## src/rtl/nand_seq_pkg.sv

```systemverilog
// Shared types and opcodes for the NAND page program sequencer.
// Assumes an 8-bit device bus with one bus cycle per clock.
package nand_seq_pkg;

    typedef enum logic [3:0] {
        S_IDLE, S_CMD, S_ADDR, S_TADL, S_DATA, S_CONF,
        S_TWB, S_BUSY, S_STCMD, S_STADDR, S_STREAD, S_DONE
    } seq_state_t;

    typedef enum logic [1:0] {
        PM_NORMAL = 2'b00,
        PM_CACHE  = 2'b01,
        PM_QUEUE  = 2'b10,
        PM_ALT    = 2'b11
    } prog_mode_t;

    localparam logic [7:0] OP_LOAD      = 8'h80;
    localparam logic [7:0] OP_CONF_PROG = 8'h10;
    localparam logic [7:0] OP_CONF_CACH = 8'h15;
    localparam logic [7:0] OP_CONF_QUE  = 8'h11;
    localparam logic [7:0] OP_STAT      = 8'h70;
    localparam logic [7:0] OP_STAT_DIE  = 8'h78;

endpackage

```

## src/rtl/nand_seq_timer.sv

```systemverilog
// Down-counting wait timer. Loading value N-1 keeps zero low for N-1 cycles,
// so a state that waits for zero lasts N cycles. Assumes load_val fits W bits.
module nand_seq_timer #(
    parameter int W = 4
) (
    input  logic         clk,
    input  logic         rst_n,
    input  logic         load,
    input  logic [W-1:0] load_val,
    output logic         zero
);
    logic [W-1:0] cnt;

    // Load or count down, saturating at zero.
    always_ff @(posedge clk) begin
        if (!rst_n)          cnt <= '0;
        else if (load)       cnt <= load_val;
        else if (cnt != '0)  cnt <= cnt - 1'b1;
    end

    assign zero = (cnt == '0);
endmodule

```

## src/rtl/nand_seq_addr_sel.sv

```systemverilog
// Address byte selector. Index 0 is the low column byte. Column bytes come
// first, then row bytes, each low byte first. Assumes sel < COL_BYTES+ROW_BYTES.
module nand_seq_addr_sel #(
    parameter int COL_BYTES = 2,
    parameter int ROW_BYTES = 3,
    localparam int NBYTES = COL_BYTES + ROW_BYTES,
    localparam int SEL_W  = $clog2(NBYTES)
) (
    input  logic [8*COL_BYTES-1:0] col,
    input  logic [8*ROW_BYTES-1:0] row,
    input  logic [SEL_W-1:0]       sel,
    output logic [7:0]             byte_out
);
    logic [7:0] bytes [NBYTES];

    // Spread the column and row words into one byte list.
    for (genvar i = 0; i < NBYTES; i++) begin : g_byte
        if (i < COL_BYTES) begin : g_col
            assign bytes[i] = col[8*i +: 8];
        end else begin : g_row
            assign bytes[i] = row[8*(i-COL_BYTES) +: 8];
        end
    end

    // Pick the indexed byte.
    always_comb begin
        byte_out = bytes[0];
        for (int k = 0; k < NBYTES; k++)
            if (sel == SEL_W'(k)) byte_out = bytes[k];
    end
endmodule

```

## src/rtl/nand_seq_status_eval.sv

```systemverilog
// Turns a captured status byte into a pass/fail result for the mode used.
// Normal programs report bit 0. Cache programs report bit 1, the outcome of
// the earlier cache operation. Queue loads program nothing and always pass.
module nand_seq_status_eval
    import nand_seq_pkg::*;
(
    input  prog_mode_t mode,
    input  logic [7:0] status,
    output logic       fail_bit
);
    // Choose the status bit that carries the result for this mode.
    always_comb begin
        case (mode)
            PM_CACHE: fail_bit = status[1];
            PM_QUEUE: fail_bit = 1'b0;
            default:  fail_bit = status[0];
        endcase
    end
endmodule

```

## src/rtl/nand_prog_seq.sv

```systemverilog
// NAND page program sequencer: opening command, address bytes, setup wait,
// page data, confirm, busy-onset wait, ready wait, status fetch and result.
// Assumes TADL_CYC >= 1 and TWB_CYC >= 1, and that start is taken only while idle.
// Device bus outputs are decoded from the state, so one byte moves per clock.
module nand_prog_seq
    import nand_seq_pkg::*;
#(
    parameter int PAGE_BYTES = 8,
    parameter int COL_BYTES  = 2,
    parameter int ROW_BYTES  = 3,
    parameter int TADL_CYC   = 3,
    parameter int TWB_CYC    = 2
) (
    input  logic                   clk,
    input  logic                   rst_n,
    input  logic                   start,
    input  logic [1:0]             prog_mode,
    input  logic [8*COL_BYTES-1:0] col_addr,
    input  logic [8*ROW_BYTES-1:0] row_addr,
    input  logic                   multi_die,
    input  logic [7:0]             data_in,
    input  logic                   data_valid,
    output logic                   data_ready,
    input  logic                   dev_ready,
    input  logic [7:0]             bus_in,
    output logic                   cmd_latch,
    output logic                   addr_latch,
    output logic                   wr_strobe,
    output logic                   rd_strobe,
    output logic [7:0]             bus_out,
    output logic                   busy,
    output logic                   done,
    output logic                   fail
);
    localparam int ADDR_CYCLES = COL_BYTES + ROW_BYTES;
    localparam int SEL_W       = $clog2(ADDR_CYCLES);
    localparam int CNT_W       = $clog2(PAGE_BYTES + 1);
    localparam int WAIT_MAX    = (TADL_CYC > TWB_CYC) ? TADL_CYC : TWB_CYC;
    localparam int TMR_W       = $clog2(WAIT_MAX + 1);
    localparam logic [SEL_W-1:0] IDX_ADDR_LAST = SEL_W'(ADDR_CYCLES - 1);
    localparam logic [SEL_W-1:0] IDX_ROW_LAST  = SEL_W'(ROW_BYTES - 1);
    localparam logic [SEL_W-1:0] ROW_OFS       = SEL_W'(COL_BYTES);
    localparam logic [CNT_W-1:0] LAST_BYTE     = CNT_W'(PAGE_BYTES - 1);

    seq_state_t             state, state_nx;
    prog_mode_t             mode_q;
    logic [8*COL_BYTES-1:0] col_q;
    logic [8*ROW_BYTES-1:0] row_q;
    logic                   multi_q;
    logic [SEL_W-1:0]       idx;
    logic [CNT_W-1:0]       byte_cnt;
    logic                   fail_q;
    logic                   data_fire;
    logic                   tmr_load, tmr_zero;
    logic [TMR_W-1:0]       tmr_val;
    logic [SEL_W-1:0]       addr_sel;
    logic [7:0]             addr_byte;
    logic                   fail_eval;
    logic [7:0]             conf_op;

    assign data_fire = (state == S_DATA) && data_valid;

    // Next-state decision for the program sequence.
    always_comb begin
        state_nx = state;
        case (state)
            S_IDLE:   if (start) state_nx = S_CMD;
            S_CMD:    state_nx = S_ADDR;
            S_ADDR:   if (idx == IDX_ADDR_LAST) state_nx = S_TADL;
            S_TADL:   if (tmr_zero) state_nx = S_DATA;
            S_DATA:   if (data_fire && byte_cnt == LAST_BYTE) state_nx = S_CONF;
            S_CONF:   state_nx = S_TWB;
            S_TWB:    if (tmr_zero) state_nx = S_BUSY;
            S_BUSY:   if (dev_ready) state_nx = S_STCMD;
            S_STCMD:  state_nx = multi_q ? S_STADDR : S_STREAD;
            S_STADDR: if (idx == IDX_ROW_LAST) state_nx = S_STREAD;
            S_STREAD: state_nx = S_DONE;
            S_DONE:   state_nx = S_IDLE;
            default:  state_nx = S_IDLE;
        endcase
    end

    // State register and operation parameters latched at start.
    always_ff @(posedge clk) begin
        if (!rst_n) begin
            state   <= S_IDLE;
            mode_q  <= PM_NORMAL;
            col_q   <= '0;
            row_q   <= '0;
            multi_q <= 1'b0;
        end else begin
            state <= state_nx;
            if (state == S_IDLE && start) begin
                mode_q  <= prog_mode_t'(prog_mode);
                col_q   <= col_addr;
                row_q   <= row_addr;
                multi_q <= multi_die;
            end
        end
    end

    // Address byte index, advancing through both address phases.
    always_ff @(posedge clk) begin
        if (!rst_n)                                    idx <= '0;
        else if (state == S_ADDR || state == S_STADDR) idx <= idx + 1'b1;
        else                                           idx <= '0;
    end

    // Page byte counter for the data phase.
    always_ff @(posedge clk) begin
        if (!rst_n)              byte_cnt <= '0;
        else if (state == S_IDLE) byte_cnt <= '0;
        else if (data_fire)      byte_cnt <= byte_cnt + 1'b1;
    end

    // Result register, written only when the status byte is read.
    always_ff @(posedge clk) begin
        if (!rst_n)                 fail_q <= 1'b0;
        else if (state == S_STREAD) fail_q <= fail_eval;
    end

    // Wait timer load points: after the last address byte and after confirm.
    always_comb begin
        tmr_load = 1'b0;
        tmr_val  = '0;
        if (state == S_ADDR && idx == IDX_ADDR_LAST) begin
            tmr_load = 1'b1;
            tmr_val  = TMR_W'(TADL_CYC - 1);
        end else if (state == S_CONF) begin
            tmr_load = 1'b1;
            tmr_val  = TMR_W'(TWB_CYC - 1);
        end
    end

    nand_seq_timer #(.W(TMR_W)) u_timer (
        .clk      (clk),
        .rst_n    (rst_n),
        .load     (tmr_load),
        .load_val (tmr_val),
        .zero     (tmr_zero)
    );

    assign addr_sel = (state == S_STADDR) ? idx + ROW_OFS : idx;

    nand_seq_addr_sel #(.COL_BYTES(COL_BYTES), .ROW_BYTES(ROW_BYTES)) u_addr (
        .col      (col_q),
        .row      (row_q),
        .sel      (addr_sel),
        .byte_out (addr_byte)
    );

    nand_seq_status_eval u_eval (
        .mode     (mode_q),
        .status   (bus_in),
        .fail_bit (fail_eval)
    );

    // Confirm opcode chosen by the latched mode.
    always_comb begin
        case (mode_q)
            PM_CACHE: conf_op = OP_CONF_CACH;
            PM_QUEUE: conf_op = OP_CONF_QUE;
            default:  conf_op = OP_CONF_PROG;
        endcase
    end

    // Device bus drive decoded from the state.
    always_comb begin
        cmd_latch  = 1'b0;
        addr_latch = 1'b0;
        bus_out    = 8'h00;
        case (state)
            S_CMD:    begin cmd_latch = 1'b1;  bus_out = OP_LOAD;   end
            S_ADDR:   begin addr_latch = 1'b1; bus_out = addr_byte; end
            S_DATA:   bus_out = data_in;
            S_CONF:   begin cmd_latch = 1'b1;  bus_out = conf_op;   end
            S_STCMD:  begin cmd_latch = 1'b1;
                            bus_out = multi_q ? OP_STAT_DIE : OP_STAT; end
            S_STADDR: begin addr_latch = 1'b1; bus_out = addr_byte; end
            default:  bus_out = 8'h00;
        endcase
    end

    assign wr_strobe  = cmd_latch || addr_latch || data_fire;
    assign rd_strobe  = (state == S_STREAD);
    assign data_ready = (state == S_DATA);
    assign busy       = (state != S_IDLE);
    assign done       = (state == S_DONE);
    assign fail       = fail_q;
endmodule

```

## config.mk

```make
export PLATFORM = sky130hd
export DESIGN_NAME = nand_prog_seq
export DESIGN_NICKNAME = d
export VERILOG_FILES = /design/src/rtl/nand_seq_pkg.sv /design/src/rtl/nand_seq_timer.sv /design/src/rtl/nand_seq_addr_sel.sv /design/src/rtl/nand_seq_status_eval.sv /design/src/rtl/nand_prog_seq.sv
export SDC_FILE = /design/constraint.sdc
export NUM_CORES = 1
export LEC_CHECK = 0
export BUFFER_PORTS_ARGS = -buffer_cell sky130_fd_sc_hd__buf_4
export CAP_MARGIN = 20
export CORE_ASPECT_RATIO = 0.9
export CORE_UTILIZATION = 25
export CTS_CLUSTER_SIZE = 25
export DETAILED_ROUTE_END_ITERATION = 8
export PLACE_DENSITY = 0.55
export SYNTH_ARGS = -nofsm -noshare
export SYNTH_HDL_FRONTEND = slang
export SYNTH_SLANG_ARGS = --single-unit
```

## constraint.sdc

```tcl
create_clock -name clk -period 2.2 [get_ports clk]
set_clock_uncertainty 0.2 [all_clocks]
set_input_delay 0.44 -clock clk [delete_from_list [all_inputs] [get_ports clk]]
set_output_delay 0.44 -clock clk [all_outputs]
set_load 0.01 [all_outputs]
```

==> implementation parameters, run 1 <==
Parameter                              Value

Timing
  Final-report hold violation count ... 0
  Worst slew pin tran ... 587 ps
  Ratio of final minimum period to clock period ... 1.26
  F_max ... 0.360 GHz
  Unrepaired setup endpoints after global routing ... true
  Final critical-path required period ... 2780 ps
  Fin. max-slew vios ... 0
  Relative max-transition margin ... 0.608
  Post-route worst setup slack ... -579 ps
  Number of failing setup endpoints in the final timing report ... 11

Flow run
  Max Cap Violations ... 0

Worst setup path
  Startpoint kind of the worst setup timing path ... flip-flop
  Critical path class ... reg2out
  CP Max Fanout ... 6
  Crit end category ... output port
  Signal arrival time at the worst endpoint ... 2140 ps
  Required time of the critical path ... 1560 ps

Place
  DP Wirelength ... 8610 um
  Port buffer count ... 73
  Routability-driven placement congestion ratio ... 0.846
  Placement Cell Area ... 0.00466 mm^2

Clock network
  Hold bufs inserted after CTS ... 0
  CTS tree ... built
  Clock buffer count from CTS ... 9
  CTS root buffer ... sky130_fd_sc_hd__clkbuf_16
  Source-to-sink clock delay at the later pin of the worst-skew pair ... 330 ps
  Buffers from clock root to sink, at most ... 2
  Clock sinks ... 57
  Maximum level of the CTS H-tree ... 3
  Clock transition at the register clock pins on the worst setup and hold paths after CTS ... 50 ps

Logic synthesis
  Synthesized netlist net count ... 562
  Number of storage elements in the synthesis netlist ... 57
  Synth async-reset ratio ... 0
  Post-synthesis cell area ... 0.00364 mm^2
  Synthesis Warnings ... 0
  Ys flop type ... sky130_fd_sc_hd__dfxtp_1
  Mean Syn Cell Area ... 7.40 um^2
  Distinct cell type count of the synthesized netlist ... 54
  Sequential area share after synthesis ... 0.314
  Cell count after synthesis ... 492
  Number of enable flip-flop cells after synthesis ... 0

Min path
  Hold/Removal Path Class ... in2reg

Drt
  Detail-routed via count per cell ... 4.90
  Residual DRC ... 0
  Wirelength per Cell ... 15.0 um
  Detailed-route via count ... 3,869
  Number of search-and-repair iterations in the first detailed-routing pass ... 5
  Total wire length ... 11,900 um
  First-iteration detailed-routing DRC count ... 255
  Antenna Violating Nets Remaining ... 0

Power and ir drop
  Power density over the cells ... 853 mW/mm^2
  Static Leak ... 2.13 nW
  Max IR drop VDD ... 0.000413 V
  Power Total ... 0.00454 W

Layout
  # nets final ... 663
  Area occupied by registers ... 0.00115 mm^2
  Commonest cells after routing, fill and taps aside ... sky130_fd_sc_hd__buf_4, sky130_fd_sc_hd__nand2_1, sky130_fd_sc_hd__dfxtp_1, sky130_fd_sc_hd__a21oi_1, sky130_fd_sc_hd__a21boi_1
  Growth of design area from synthesis to finish ... 46.1%
  N_diodes ... 0
  Multi-input gate area in the final layout ... 0.00248 mm^2
  Post-layout utilization of the core ... 0.377
  Filler cell count in the final layout ... 1,453
  Fraction of final layout cells sized beyond drive strength 1 ... 0.332
  Most frequent standard cell in the layout excluding fill and tap cells ... sky130_fd_sc_hd__buf_4
  Final design area excluding fillers ... 0.00532 mm^2

Run status
  Run status ... complete, but fails checks
  Violations in the final reports ... negative setup slack

Floorplan
  Number of standard-cell rows in the floorplan ... 41
  DIE AREA ... 0.0150 mm^2
  Die extent in x ... 129 um
  Chip Height ... 116 um
  Core area ... 0.0141 mm^2
  Starting density of the core ... 0.258
  I/O pins ... 80

Global route
  Antenna violations before repair ... 0
  Maximum number of pins on one net before global-route repair ... 45
  Wire length of the first global-routing pass ... 18,800 um
  Total overflow reported by the global router ... 0
  Vias in the first global route ... 3,667
  Total GRT Usage ... 0.164
-- per-layer routing --
| layer | GRT usage | wire length [um] |
|---|---|---|
| met4 | 0.0518 | 161 |
| met3 | 0.0339 | 566 |
| met1 | 0.212 | 5720 |
| met2 | 0.273 | 5430 |
| met5 | 0 | 0 |
-- what timing repair did --
item                                    4_1_cts  5_1_grt
gates resized for setup                      49       11
buffers inserted                              5        3
pin swaps                                     9        8
endpoints found under the setup margin       13       15
gates cloned                                  2        1
-- worst paths after layout --
path | from | endpoint | slack (ps) | depth (start not counted)
min | col_addr[11] | col_q[11] | 160 | 3
max | state[1] | bus_out[7] | -580 | 7
min reg2reg | col_q[8] | col_q[8] | 250 | 2
max reg2reg | state[0] | state[0] | 130 | 7
-- worst max-delay path, cell delays in order (launching register included) --
cell                       delay [ps]
sky130_fd_sc_hd__dfxtp_1          340
sky130_fd_sc_hd__and4bb_4         480
sky130_fd_sc_hd__xnor2_4          200
sky130_fd_sc_hd__o21ai_1          110
sky130_fd_sc_hd__a221oi_2         300
sky130_fd_sc_hd__buf_4            170
sky130_fd_sc_hd__o21ai_2           60
sky130_fd_sc_hd__buf_4            140
-- area by class of cell --
class / instances / area share
multi-input combinational: 370 / 0.466
sequential: 57 / 0.216
timing repair buffer: 129 / 0.201
clock buffer: 12 / 0.0501
tap: 193 / 0.0454
inverter: 26 / 0.0188
clock inverter: 3 / 0.00282
-- power breakdown --
group	internal, W	switching, W
logic	0.000868	0.000980
registers	0.00123	0.000156
clock network	0.000840	0.000463
-- metrics by stage --
stage | hold slack [ps] | cells | setup TNS [ps] | worst slack [ps]
final | 159 | 790 | -4770 | -579
after CTS | 148 | 787 | -4770 | -593
after detailed placement | 249 | 765 | -2470 | -362
after floorplan | 235 | 492 | -195 | -48.0
after global routing | 157 | 790 | -5720 | -691
after global placement | 246 | 765 | -2030 | -287
-- cells in the mapped netlist (all sizes together), types with 5 or more instances --
cell     number  area, um^2
nor4          9        56.3
nand2       109         409
a311oi        8        76.3
inv          25        93.8
a21boi       32         240
nor4bb        8        80.1
a221oi        8        70.1
nor3          7        45.0
o21a          8        60.1
nand3         5        25.0
ha            6        75.1
and4b         9        90.1
clkbuf       21        78.8
dfxtp        57        1140
buf          20         116
nor2         20        82.6
a21oi        30         150
o21ai        48         240
nand2b        9        56.3
a2bb2oi       8        70.1
-- cell families after synthesis --
family	Yosys count	share of synthesized area
AOI/OAI and AO/OA	153	0.276
xor gates and xnor gates	5	0.0172
adders and majority gates	6	0.0206
buffers and inverters	67	0.0804
DFF	57	0.314
muxes	4	0.0113
and+or+nand+nor	200	0.281
-- sequential cells by signal (all words and copies together), names as in the netlist --
| name | count |
|---|---|
| row_q | 24 |
| col_q | 16 |
| byte_cnt | 4 |
| state | 4 |
| idx | 3 |
| mode_q | 2 |
| u_timer.cnt | 2 |
| fail | 1 |
| multi_q | 1 |
No activity file was read; power rests on OpenSTA's default activity.
==> run 2, diff against run 1 <==
ABC_AREA = 1   (was unset)
CTS_CLUSTER_SIZE = 10   (was 25)
PLACE_DENSITY = 0.56   (was 0.55)
==> run 2 against run 1 <==
  * The run still ends with negative setup slack left
  * Critical path type unchanged
  * Area after synthesis is 17% lower
  * Synthesized cell count is 14% lower
  * Largest power group unchanged
  * Sequential power is 5% higher
  * Clock power is 17% higher
  * Sequential share of layout area is 3.1 points higher
==> implementation parameters, run 2 <==
Parameter                              Value

Worst setup path
  Crit end category ... output port
  Critical-path cell with the highest stage delay ... sky130_fd_sc_hd__dfxtp_2
  Cells traversed along the worst timing path ... inv_2 > nor2_4 > nand2_4 > nand2_4 > nand2_8 > buf_6 > nor2_4 > a21oi_1 > nand2_1 > nand2_1 > buf_4
  Required time of the critical path ... 1560 ps
  Cell depth of the worst flop-to-flop path ... 9
  Signal arrival time at the worst endpoint ... 1930 ps
  Max stage delay on crit path ... 350 ps
  Critical path class ... reg2out
  Startpoint kind of the worst setup timing path ... flip-flop
  CP Max Fanout ... 8

Layout
  Registers with the most flip-flops ... row_q: 24 flops, col_q: 16 flops
  Multi-input gate area in the final layout ... 0.00180 mm^2
  N_diodes ... 0
  Area occupied by registers ... 0.00115 mm^2
  Fraction of final layout cells sized beyond drive strength 1 ... 0.394
  Filler cell count in the final layout ... 1,174
  Commonest cells after routing, fill and taps aside ... sky130_fd_sc_hd__buf_4, sky130_fd_sc_hd__a21oi_1, sky130_fd_sc_hd__inv_1, sky130_fd_sc_hd__o21ai_0, sky130_fd_sc_hd__dfxtp_1
  Growth of design area from synthesis to finish ... 54.0%
  Largest register FFs ... 24
  # nets final ... 596
  Most frequent standard cell in the layout excluding fill and tap cells ... sky130_fd_sc_hd__buf_4
  Register with the highest flop count ... row_q
  Final design area excluding fillers ... 0.00467 mm^2

Drt
  Wirelength per Cell ... 13.4 um
  Detail-routed via count per cell ... 4.56
  Total wire length ... 9220 um
  Number of search-and-repair iterations in the first detailed-routing pass ... 5
  Residual DRC ... 0
  Antenna Violating Nets Remaining ... 0
  Detailed-route via count ... 3,134
  First-iteration detailed-routing DRC count ... 169

Global route
  Highest-utilization routing layer at the global route stage ... met2
  Wire length of the first global-routing pass ... 14,700 um
  Antenna violations before repair ... 0
  Global Route met1 Usage ... 0.191
  Met3 layer usage reported by global route ... 0.0381
  Met2 Usage GRT ... 0.233
  Vias in the first global route ... 3,058
  Total overflow reported by the global router ... 0
  Maximum number of pins on one net before global-route repair ... 56
  Total GRT Usage ... 0.149

Logic synthesis
  Sequential area share after synthesis ... 0.376
  Ys flop type ... sky130_fd_sc_hd__dfxtp_1
  Number of enable flip-flop cells after synthesis ... 0
  Dominant cell by count in the synthesized netlist ... sky130_fd_sc_hd__a21oi_1
  Synthesized netlist net count ... 491
  Mean Syn Cell Area ... 7.21 um^2
  Distinct cell type count of the synthesized netlist ... 35
  Post-synthesis cell area ... 0.00303 mm^2
  Synth async-reset ratio ... 0
  Synthesis Warnings ... 0
  Dominant cell type by area after synthesis ... sky130_fd_sc_hd__dfxtp_1
  Most numerous cell types in the synthesized netlist ... sky130_fd_sc_hd__a21oi_1, sky130_fd_sc_hd__inv_1, sky130_fd_sc_hd__nand2_1
  Number of storage elements in the synthesis netlist ... 57
  Cells taking the most area after synthesis ... sky130_fd_sc_hd__dfxtp_1, sky130_fd_sc_hd__a21oi_1, sky130_fd_sc_hd__o21ai_0, sky130_fd_sc_hd__inv_1, sky130_fd_sc_hd__nand2_1
  Area share of the leading cell type in the synthesized netlist ... 0.376
  Cell count after synthesis ... 421

Clock network
  Source-to-sink clock delay at the later pin of the worst-skew pair ... 330 ps
  Clock transition at the register clock pins on the worst setup and hold paths after CTS ... 60 ps
  Buffers from clock root to sink, at most ... 2
  Clock buffer count from CTS ... 9
  Hold bufs inserted after CTS ... 0
  Clock sinks ... 57
  CTS tree ... built
  CTS root buffer ... sky130_fd_sc_hd__clkbuf_16
  Maximum level of the CTS H-tree ... 3

Floorplan
  Core area ... 0.0116 mm^2
  Die extent in x ... 118 um
  I/O pins ... 80
  Chip Height ... 107 um
  Number of standard-cell rows in the floorplan ... 37
  DIE AREA ... 0.0126 mm^2
  Starting density of the core ... 0.261

Power and ir drop
  Max IR drop VDD ... 0.000420 V
  Power density over the cells ... 1060 mW/mm^2
  Static Leak ... 2.07 nW

Run status
  Run status ... complete, but fails checks
  Violations in the final reports ... negative setup slack

Timing
  Sum of negative setup slack ... -2920 ps
  Final-report hold violation count ... 0
  Unrepaired setup endpoints after global routing ... true
  Worst slew pin tran ... 438 ps
  Post-route worst setup slack ... -370 ps
  Relative max-transition margin ... 0.708
  Final critical-path required period ... 2570 ps
  Ratio of final minimum period to clock period ... 1.17
  Fin. max-slew vios ... 0
  Number of failing setup endpoints in the final timing report ... 9
  F_max ... 0.389 GHz

Place
  Worst-case setup slack after placement ... -137 ps
  Placement Cell Area ... 0.00389 mm^2
  Port buffer count ... 73
  Routability-driven placement congestion ratio ... 0.853
  DP Wirelength ... 6470 um

Flow run
  Max Cap Violations ... 0

Min path
  Hold/Removal Path Class ... in2reg
  WHS Path Cells ... 3
-- run 2: critical path: cells and delay by family, from the launching register on --
kind            cells  cell delay (ps)
simple gates        7              830
buf+inv             3              310
flops               1              350
compound gates      1              100
-- run 2: what timing repair did --
| item | CTS | global route |
|---|---|---|
| setup endpoints to repair | 12 | 14 |
| setup buffers | 8 | 6 |
| gates resized for setup | 54 | 34 |
| pin swaps | 25 | 25 |
| gates cloned | 3 | 1 |
-- run 2: cell type report --
| class | count | share of cell area |
|---|---|---|
| Clock buffer | 9 | 0.0482 |
| Clock inverter | 7 | 0.0220 |
| Inverter | 69 | 0.0576 |
| Multi-Input combinational cell | 279 | 0.386 |
| Sequential cell | 57 | 0.246 |
| Tap cell | 156 | 0.0418 |
| Timing Repair Buffer | 109 | 0.197 |
| Timing Repair inverter | 1 | 0.00107 |
-- run 2: final timing paths --
path / start / to / slack [ps]
worst max register to register: idx[0] / state[0] / 110
worst max-delay path: state[0] / bus_out[2] / -370
worst min-delay path: bus_in[0] / fail / 190
worst min register to register: col_q[8] / col_q[8] / 250
-- run 2: cells by family (layout without fill, tap and decap cells) --
family | count (synthesis) | after routing | synth area share
flip-flops | 57 | 57 | 0.376
XOR/XNOR | 4 | 4 | 0.0115
adder cells (fa/ha/maj) | 6 | 6 | 0.0247
AND/OR/NAND/NOR | 130 | 133 | 0.233
AO/OA/AOI/OAI | 136 | 136 | 0.233
buffers and inverters | 88 | 195 | 0.122
-- run 2: power by group --
group          internal, W  total, W  leakage (nW)  switching, W
Clock              0.00100   0.00152         0.156      0.000525
Combinational     0.000872   0.00199          1.44       0.00111
Sequential         0.00131   0.00146         0.471      0.000150
Total              0.00318   0.00497          2.07       0.00179
-- run 2: per-stage QoR --
stage	hold WS [ps]	util	std cells	power, W
floorplan	224	-	421	0.00243
global placement	236	0.335	655	0.00307
detailed placement	239	0.335	655	0.00311
CTS	178	0.388	681	0.00486
global route	207	0.402	687	0.00526
finish	189	0.402	687	0.00497
-- run 2: layer usage --
layer	up-vias	wire length, um	share of wire
li1	1605	-	-
met1	1423	4300	0.47
met2	91	4150	0.45
met3	15	559	0.061
met4	0	215	0.023
met5	-	0	0
